--- src/rtl/ivd_pkg.sv ---
package ivd_pkg;
  localparam int unsigned TT_W     = 9;
  localparam logic [8:0]  TT_VECTOR = 9'h060;
  localparam int unsigned TAG_W    = 5;
  localparam logic [4:0]  TAG_VAL  = 5'h1F;
  localparam int unsigned N_WORDS  = 3;

  typedef enum logic [1:0] {
    CMD_NONE    = 2'd0,
    CMD_CAPTURE = 2'd1,
    CMD_RELEASE = 2'd2
  } ivd_cmd_e;
endpackage

--- src/rtl/ivd_decode.sv ---
module ivd_decode
  import ivd_pkg::*;
(
  input  logic     level_i,
  input  logic     busy_i,
  output ivd_cmd_e cmd_o
);
  always_comb begin
    cmd_o = CMD_NONE;
    if (level_i && !busy_i)      cmd_o = CMD_CAPTURE;
    else if (!level_i && busy_i) cmd_o = CMD_RELEASE;
  end
endmodule

--- src/rtl/ivd_ctrl.sv ---
module ivd_ctrl
  import ivd_pkg::*;
#(
  parameter int unsigned STAT_W   = 8,
  parameter int unsigned BUSY_BIT = 5
) (
  input  logic              clk,
  input  logic              rst,
  input  ivd_cmd_e          cmd_i,
  output logic              busy_o,
  output logic [STAT_W-1:0] status_o,
  output logic              hard_irq_o,
  output logic [TT_W-1:0]   trap_type_o,
  output logic              wake_o
);
  always_ff @(posedge clk) begin
    if (rst) begin
      busy_o      <= 1'b0;
      status_o    <= '0;
      hard_irq_o  <= 1'b0;
      trap_type_o <= '0;
      wake_o      <= 1'b0;
    end else begin
      wake_o <= 1'b0;
      case (cmd_i)
        CMD_CAPTURE: begin
          busy_o             <= 1'b1;
          status_o           <= '0;
          status_o[BUSY_BIT] <= 1'b1;
          hard_irq_o         <= 1'b1;
          trap_type_o        <= TT_VECTOR;
          wake_o             <= 1'b1;
        end
        CMD_RELEASE: begin
          busy_o      <= 1'b0;
          status_o    <= '0;
          hard_irq_o  <= 1'b0;
          trap_type_o <= '0;
        end
        default: ;
      endcase
    end
  end

  a_r2_capture: assert property (@(posedge clk) disable iff (rst)
    (cmd_i == CMD_CAPTURE) |=> (busy_o && hard_irq_o && trap_type_o == TT_VECTOR));
  a_r9_status_bits: assert property (@(posedge clk) disable iff (rst)
    $countones(status_o) == (busy_o ? 1 : 0));
endmodule

--- src/rtl/ivd_capture.sv ---
module ivd_capture
  import ivd_pkg::*;
#(
  parameter int unsigned DATA_W = 64,
  parameter int unsigned NUM_W  = 6
) (
  input  logic              clk,
  input  logic              rst,
  input  ivd_cmd_e          cmd_i,
  input  logic [NUM_W-1:0]  num_i,
  output logic [DATA_W-1:0] word_o [N_WORDS]
);
  localparam int unsigned TAG_LSB = NUM_W;

  logic [DATA_W-1:0] word0_next;

  always_comb begin
    word0_next = '0;
    word0_next[NUM_W-1:0]        = num_i;
    word0_next[TAG_LSB +: TAG_W] = TAG_VAL;
  end

  for (genvar w = 0; w < N_WORDS; w++) begin : g_word
    always_ff @(posedge clk) begin
      if (rst) begin
        word_o[w] <= '0;
      end else if (cmd_i == CMD_CAPTURE) begin
        if (w == 0) word_o[w] <= word0_next;
        else        word_o[w] <= '0;
      end
    end
  end

  a_r3_num_field: assert property (@(posedge clk) disable iff (rst)
    (cmd_i == CMD_CAPTURE) |=> (word_o[0][NUM_W-1:0] == $past(num_i)));
endmodule

--- src/rtl/ivd_dispatch.sv ---
module ivd_dispatch
  import ivd_pkg::*;
#(
  parameter int unsigned DATA_W   = 64,
  parameter int unsigned NUM_W    = 6,
  parameter int unsigned STAT_W   = 8,
  parameter int unsigned BUSY_BIT = 5
) (
  input  logic              clk,
  input  logic              rst,
  input  logic              vec_level_i,
  input  logic [NUM_W-1:0]  vec_num_i,
  output logic              busy_o,
  output logic [STAT_W-1:0] status_o,
  output logic [DATA_W-1:0] data0_o,
  output logic [DATA_W-1:0] data1_o,
  output logic [DATA_W-1:0] data2_o,
  output logic              hard_irq_o,
  output logic [TT_W-1:0]   trap_type_o,
  output logic              wake_o
);
  ivd_cmd_e          cmd;
  logic [DATA_W-1:0] words [N_WORDS];

  ivd_decode u_decode (
    .level_i (vec_level_i),
    .busy_i  (busy_o),
    .cmd_o   (cmd)
  );

  ivd_ctrl #(.STAT_W(STAT_W), .BUSY_BIT(BUSY_BIT)) u_ctrl (
    .clk         (clk),
    .rst         (rst),
    .cmd_i       (cmd),
    .busy_o      (busy_o),
    .status_o    (status_o),
    .hard_irq_o  (hard_irq_o),
    .trap_type_o (trap_type_o),
    .wake_o      (wake_o)
  );

  ivd_capture #(.DATA_W(DATA_W), .NUM_W(NUM_W)) u_capture (
    .clk    (clk),
    .rst    (rst),
    .cmd_i  (cmd),
    .num_i  (vec_num_i),
    .word_o (words)
  );

  assign data0_o = words[0];
  assign data1_o = words[1];
  assign data2_o = words[2];

  a_r3_tag: assert property (@(posedge clk) disable iff (rst)
    wake_o |-> (data0_o[NUM_W +: TAG_W] == TAG_VAL));
  a_r4_zero_words: assert property (@(posedge clk) disable iff (rst)
    wake_o |-> (data1_o == '0 && data2_o == '0));
  a_r5_hold: assert property (@(posedge clk) disable iff (rst)
    (vec_level_i && busy_o) |=> (busy_o && $stable(data0_o) && hard_irq_o));
  a_r6_release: assert property (@(posedge clk) disable iff (rst)
    (!vec_level_i && busy_o) |=> (!busy_o && !hard_irq_o && $stable(data0_o)));
  a_r7_idle_low: assert property (@(posedge clk) disable iff (rst)
    (!vec_level_i && !busy_o) |=> (!busy_o && $stable(data0_o) && !wake_o));
  a_r8_wake_pulse: assert property (@(posedge clk) disable iff (rst)
    wake_o |=> !wake_o);
  a_r8_wake_busy: assert property (@(posedge clk) disable iff (rst)
    wake_o |-> busy_o);
endmodule

--- config.mk ---
export PLATFORM = sky130hd
export DESIGN_NAME = ivd_dispatch
export DESIGN_NICKNAME = d
export VERILOG_FILES = /design/src/rtl/ivd_pkg.sv /design/src/rtl/ivd_decode.sv /design/src/rtl/ivd_ctrl.sv /design/src/rtl/ivd_capture.sv /design/src/rtl/ivd_dispatch.sv
export SDC_FILE = /design/constraint.sdc
export NUM_CORES = 1
export LEC_CHECK = 0
export BUFFER_PORTS_ARGS = -buffer_cell sky130_fd_sc_hd__buf_2
export CORE_AREA = 2 2 85 87
export DETAILED_ROUTE_END_ITERATION = 16
export DIE_AREA = 0 0 87 89
export PLACE_DENSITY = 0.78
export SYNTH_ARGS = -nofsm -noshare
export SYNTH_HDL_FRONTEND = slang
export SYNTH_HIERARCHICAL = 1
export SYNTH_SLANG_ARGS = --single-unit
--- constraint.sdc ---
create_clock -name clk -period 1.55 [get_ports clk]
set_clock_uncertainty 0.05 [all_clocks]
set_input_delay 0.0775 -clock clk [delete_from_list [all_inputs] [get_ports clk]]
set_output_delay 0.0775 -clock clk [all_outputs]
set_load 0.01 [all_outputs]
==> reports/qor.txt, run 1 <==
Status - completed
Critical Path Start - u_ctrl/trap_type_o[5]$_SDFFE_PP0P_
Crit path capture - u_ctrl/trap_type_o[5]$_SDFFE_PP0P_
Synth area leaders - buf_4 78%, dfxtp_1 9.3%, nand4bb_1 3.5%
Seq cells post-synth - 9
PostCTS Resize Cnt - 0
Io pins - 221
Detailed-route wire length - 1.946 mm
Drt first pass iters - 4
Max-Cap Viols - 0
DR WL/cell - 5.657 µm
Delay-heaviest family, CP - simple AND/OR/NAND/NOR gates
RePlAce Congestion - 0.6251
H-tree Lvls - 1
Total power - 0.9490 mW
Final setup fails - 0
Peak supply drop - 0.0001734 V
Post-route DRC violation count - 0
Post-Synthesis Cell Area - 1944 µm²
Reg-to-Reg End - u_ctrl/trap_type_o[5]$_SDFFE_PP0P_
Yosys top cell area share - 0.7838
Die area - 7743 µm²
Worst setup SP type - flop
Layout cells sized above 1 - 0.1250
Mean area per synthesized cell - 7.936 µm²
CTS max path bufs - 2
Vias per cell - 2.608
Starting Density - 0.2894
R2R setup slack - 0.14 ns
DRT iter0 DRCs - 9
Final hold viol count - 0
Non-Filler Instances - 344
PortBufs - 25
Final net count - 276
Core area - 6719 µm²
Crit-path max FO - 9
Largest net degree at the start of global routing - 16
Die Span X - 87 µm
Area occupied by multi-input gates - 954.7 µm²
FILL cells - 755
Setup_tns - 0 ns
Final Slew Violations - 0
Hold Buf Count CTS - 0
Worst Path Arrival - 1.53 ns
Ys Warns - 6
Cts bufs inserted - 3
Pwr/cell area - 668.3 nW/µm²
Routed vias - 897
Final ANT Viol Nets - 0
Worst-Skew Late Latency - 0.24 ns
Total clock sinks - 9
Layout Area Growth over Synthesis - -26.96%
Storage element area - 180.2 µm²
Setup Buffers After CTS - 0
Vias in the first global route - 359
Hold Path Class - input pin to flop
Crit end category - flop
CP Depth - 4
Seq/Total Area, Yosys - 0.09266
Req. time, crit path - 1.68 ns
Grt ovf - 0
CTS tree - built
Setup repair after global routing missed its margin - false
Worst path bufs/invs - 0
Min Clock Period, post-route - 1.409 ns
Reg2Reg Depth - 4
Tot GR Track Use - 0.03002
Post-synth top area cell - buf_4
Slowest-stage cell, CP - dfxtp_1
Cells after DPL - 340
Rows - 30
# diodes - 0
Yosys cell types - 16
Crit path cell chain - and2b_2, ha_1, or2_1, a21oi_2
Clock transition at path regs - 0.04 ns
Final period utilization - 0.9093
Clk root buf - clkbuf_8
Post-detail-place hpwl - 1.740 mm
Max Fclk - 0.7095 GHz
First-pass GRT wire length - 1.621 mm
Antenna violations before repair - 0
Kind of critical path - flop to flop
CP max stage delay - 0.42 ns
Cell leakage power - 0.9289 nW
R2r startpoint - u_ctrl/trap_type_o[5]$_SDFFE_PP0P_
Cell count after synthesis - 245
Die H - 89 µm
==> worst reg2reg max path, cell delays in order, from the launching register on <==
cell	delay (ns)
dfxtp_1	0.42
and2b_2	0.25
ha_1	0.25
or2_1	0.25
a21oi_2	0.12
==> worst min-delay path by stage <==
stage,start,end,slack (ns),cells past startpoint
4_1_cts,vec_num_i[4],u_capture/word_o[132]$_SDFFE_PP0N_,0.06,3
2_1_floorplan,rst,u_ctrl/trap_type_o[5]$_SDFFE_PP0P_,0.09,1
3_5_place_dp,vec_num_i[4],u_capture/word_o[132]$_SDFFE_PP0N_,0.32,3
5_1_grt,vec_num_i[3],u_capture/word_o[131]$_SDFFE_PP0N_,0.08,3
6_report,vec_num_i[4],u_capture/word_o[132]$_SDFFE_PP0N_,0.07,3
3_3_place_gp,vec_num_i[4],u_capture/word_o[132]$_SDFFE_PP0N_,0.31,3
==> synth_stat cells, drive strengths merged <==
cell type / n
or2: 1
o21ba: 1
o21ai: 6
nand2: 1
nor2b: 2
ha: 2
clkbuf: 1
and2b: 2
a21oi: 1
nand2b: 6
inv: 2
nand4bb: 6
conb: 2
dfxtp: 9
buf: 203
==> power breakdown <==
group          switching (mW)  internal (mW)
clock                  0.0925          0.179
combinational           0.311         0.0891
sequential             0.0193          0.258
==> layout by cell type (no fill, tap or decap) <==
cell,n
nor2b_2,1
buf_2,25
conb_1,195
nor2b_1,1
clkbuf_1,1
and2b_4,1
o21ai_1,6
nand2_1,1
ha_1,2
o21ba_1,1
nand4bb_1,6
inv_1,2
or2_1,1
and2b_2,1
clkbuf_8,3
dfxtp_1,9
nand2b_1,6
buf_4,1
a21oi_2,1
==> through the flow <==
stage	setup slack, ns	util	area (µm²)	hold slack, ns
floorplan	0.07741	-	2671	0.08994
global placement	0.1771	0.2047	1375	0.3133
detailed placement	0.1480	0.2047	1375	0.3157
CTS	0.1299	0.2114	1420	0.06477
global route	0.07048	0.2114	1420	0.07636
finish	0.1405	0.2114	1420	0.07071
==> layout make-up <==
type	instances	share of cell area
clock buffer	4	0.03172
inverter	2	0.005286
multi-input combinational	223	0.6722
sequential	9	0.1269
tap	80	0.07048
timing repair buffer	26	0.09339
==> flip-flops by register name (all words and copies together), names as in the netlist <==
name	count
u_ctrl/wake_o	1
u_ctrl/trap_type_o	1
u_capture/word_o	7
==> routing by layer <==
metal | share of wire | track usage | vias up
li1 | - | - | 395
met1 | 0.22 | 0.02315 | 373
met2 | 0.50 | 0.04650 | 124
met3 | 0.24 | 0.007387 | 5
met4 | 0.042 | 0.05540 | 0
met5 | 0 | 0 | -
==> kinds of logic after synthesis <==
family | after synthesis | share of synthesized area
adder cells (fa/ha/maj) | 2 | 0.01287
other | 2 | 0.003862
AND/OR/NAND/NOR | 18 | 0.07529
buffers and inverters | 206 | 0.7902
AO/OA/AOI/OAI | 8 | 0.02510
flip-flops | 9 | 0.09266
No activity file was read; power rests on OpenSTA's default activity.
==> inputs of run 2 (changes only) <==
--- a/config.mk
+++ b/config.mk
@@ -5,11 +5,13 @@
 export SDC_FILE = /design/constraint.sdc
 export NUM_CORES = 1
 export LEC_CHECK = 0
+export ABC_AREA = 1
 export BUFFER_PORTS_ARGS = -buffer_cell sky130_fd_sc_hd__buf_2
-export CORE_AREA = 2 2 85 87
+export CORE_AREA = 2 2 86 88
+export CTS_BUF_LIST = sky130_fd_sc_hd__clkbuf_4 sky130_fd_sc_hd__clkbuf_8
 export DETAILED_ROUTE_END_ITERATION = 16
-export DIE_AREA = 0 0 87 89
-export PLACE_DENSITY = 0.78
+export DIE_AREA = 0 0 88 90
+export PLACE_DENSITY = 0.76
 export SYNTH_ARGS = -nofsm -noshare
 export SYNTH_HDL_FRONTEND = slang
 export SYNTH_HIERARCHICAL = 1
==> reports/qor.txt, run 2 <==
Min Clock Period, post-route - 1.213 ns
Cell count after synthesis - 266
Max-Cap Viols - 0
Synth area leaders - buf_4 79%, dfxtp_1 9.3%, nor2_1 3.7%
Io pins - 221
Status - completed
R2R setup slack - 0.34 ns
Worst-Skew Late Latency - 0.24 ns
Final ANT Viol Nets - 0
Yosys top cell area share - 0.7858
End of the worst hold path - u_capture/word_o[130]$_SDFFE_PP0N_
Min-Delay Path Depth - 5
Cell leakage power - 1.020 nW
Die area - 7920 µm²
PostCTS Resize Cnt - 0
Post-Synthesis Cell Area - 1939 µm²
Crit path cell chain - inv_1, nor2_1, buf_4, inv_1, nand3_1, nand2_1, nor2_1
Leading cell types in the layout, fill and taps excluded - 195 x conb_1, 25 x buf_2, 19 x nor2_1, 15 x inv_1, 9 x dfxtp_1
Reg2Reg Depth - 7
R2r startpoint - u_ctrl/trap_type_o[5]$_SDFFE_PP0P_
Most common cell after layout, fill and taps aside - conb_1
Seq cells post-synth - 9
Delay-heaviest family, CP - flip-flops
Max Fclk - 0.8241 GHz
Slowest-stage cell, CP - dfxtp_1
Mean area per synthesized cell - 7.291 µm²
DR WL/cell - 5.145 µm
Synth async-reset ratio - 0
Starting Density - 0.2762
Reg-to-Reg End - u_capture/word_o[133]$_SDFFE_PP0N_
FILL cells - 808
Worst setup SP type - flop
Peak supply drop - 0.0002061 V
Largest register by flop count - u_capture/word_o
Final hold viol count - 0
CP max stage delay - 0.41 ns
Final instance area - 1463 µm²
Largest net degree at the start of global routing - 9
Final net count - 300
Vias in the first global route - 460
Cts bufs inserted - 3
Drt first pass iters - 4
Commonest cells post-synth - 203 x buf_4, 19 x nor2_1, 15 x inv_1
Ys Warns - 6
# diodes - 0
Kind of critical path - flop to flop
Max reg flops - 7
Antenna violations before repair - 0
Min-delay src - vec_num_i[2]
Clk root buf - clkbuf_8
Post-route DRC violation count - 0
Area after DPL - 1404 µm²
CTS max path bufs - 2
Post-detail-place hpwl - 1.807 mm
Setup Buffers After CTS - 0
Clock transition at path regs - 0.05 ns
Top Registers - u_capture/word_o x7, u_ctrl/trap_type_o x1, u_ctrl/wake_o x1
Req. time, crit path - 1.67 ns
RePlAce Congestion - 0.6657
Tot GR Track Use - 0.03443
Die Span X - 88 µm
Rows - 31
Count leader, synth - buf_4
Main synth FF type - dfxtp_1
Worst Path Arrival - 1.33 ns
Total clock sinks - 9
DRT iter0 DRCs - 4
PortBufs - 25
Crit-path max FO - 8
Grt ovf - 0
Worst path bufs/invs - 3
Post-synth EDFFs - 0
Post-synth top area cell - buf_4
Detailed-route wire length - 1.991 mm
Final Slew Violations - 0
Hold Path Class - input pin to flop
Critical Path Start - u_ctrl/trap_type_o[5]$_SDFFE_PP0P_
Setup repair after global routing missed its margin - false
Final period utilization - 0.7828
Crit end category - flop
H-tree Lvls - 1
Die H - 90 µm
CTS tree - built
Seq/Total Area, Yosys - 0.09290
Setup_tns - 0 ns
Yosys cell types - 10
Final setup fails - 0
Layout Area Growth over Synthesis - -24.58%
Routed vias - 949
Pwr/cell area - 681.3 nW/µm²
Layout cells sized above 1 - 0.1146
Vias per cell - 2.452
Core area - 7020 µm²
First-pass GRT wire length - 1.876 mm
==> run 2: metal layers <==
metal | wire length [µm] | GRT usage | vias to the layer above
li1 | - | - | 432
met4 | 114 | 0.05769 | 0
met2 | 954 | 0.06566 | 131
met5 | 0 | 0 | -
met1 | 404 | 0.01661 | 379
met3 | 517 | 0.006428 | 7
==> run 2: metrics by stage <==
step / setup WS [ns] / hold slack [ns] / utilization / total power [mW] / instances
floorplan: 0.07660 / 0.09876 / - / 1.005 / 459
global route: 0.1294 / 0.1527 / 0.2083 / 1.065 / 387
global placement: 0.3530 / 0.2509 / 0.2000 / 0.6890 / 382
CTS: 0.3212 / 0.09365 / 0.2083 / 0.9955 / 387
detailed placement: 0.3381 / 0.2381 / 0.2000 / 0.6915 / 382
finish: 0.3366 / 0.08979 / 0.2083 / 0.9966 / 387
==> run 2: worst register-to-register path: cells and delay by family (launching register included) <==
family        cells  cell delay, ns
flops             1            0.41
simple gates      4            0.38
buf+inv           3            0.30
==> run 2: power breakdown <==
part / internal [mW] / leakage (nW) / switching, mW
Combinational: 0.0863 / 0.919 / 0.331
Clock: 0.197 / 0.0262 / 0.100
Sequential: 0.261 / 0.0746 / 0.0200
==> run 2: cells by family (layout without fill, tap and decap cells) <==
| logic type | Yosys count | after routing | synth area share |
|---|---|---|---|
| other | 2 | 195 | 0.003872 |
| flip-flops | 9 | 9 | 0.09290 |
| AND/OR/NAND/NOR | 34 | 34 | 0.07355 |
| adder cells (fa/ha/maj) | 2 | 2 | 0.01290 |
| buffers and inverters | 219 | 48 | 0.8168 |
==> run 2: layout make-up <==
| type | instances | area [µm²] | area share |
|---|---|---|---|
| Clock buffer | 4 | 48.80 | 0.03336 |
| Sequential cell | 9 | 180.2 | 0.1232 |
| Multi-Input combinational cell | 231 | 899.6 | 0.6151 |
| Tap cell | 99 | 123.9 | 0.08469 |
| Inverter | 16 | 60.06 | 0.04106 |
| Timing Repair Buffer | 28 | 150.1 | 0.1027 |
==> run 2: worst max path at each step <==
stage | cells after the start | endpoint | slack (ns)
CTS | 7 | u_capture/word_o[133]$_SDFFE_PP0N_ | 0.32
global route | 7 | u_capture/word_o[131]$_SDFFE_PP0N_ | 0.13
detailed placement | 7 | u_capture/word_o[133]$_SDFFE_PP0N_ | 0.34
floorplan | 7 | u_ctrl/trap_type_o[5]$_SDFFE_PP0P_ | 0.08
finish | 7 | u_capture/word_o[133]$_SDFFE_PP0N_ | 0.34
global placement | 7 | u_ctrl/trap_type_o[5]$_SDFFE_PP0P_ | 0.35
==> run 2: repair_timing <==
action                                 4_1_cts  5_1_grt
hold buffers                                 1        0
endpoints found under the hold margin        2        0
setup endpoints to repair                    0        0
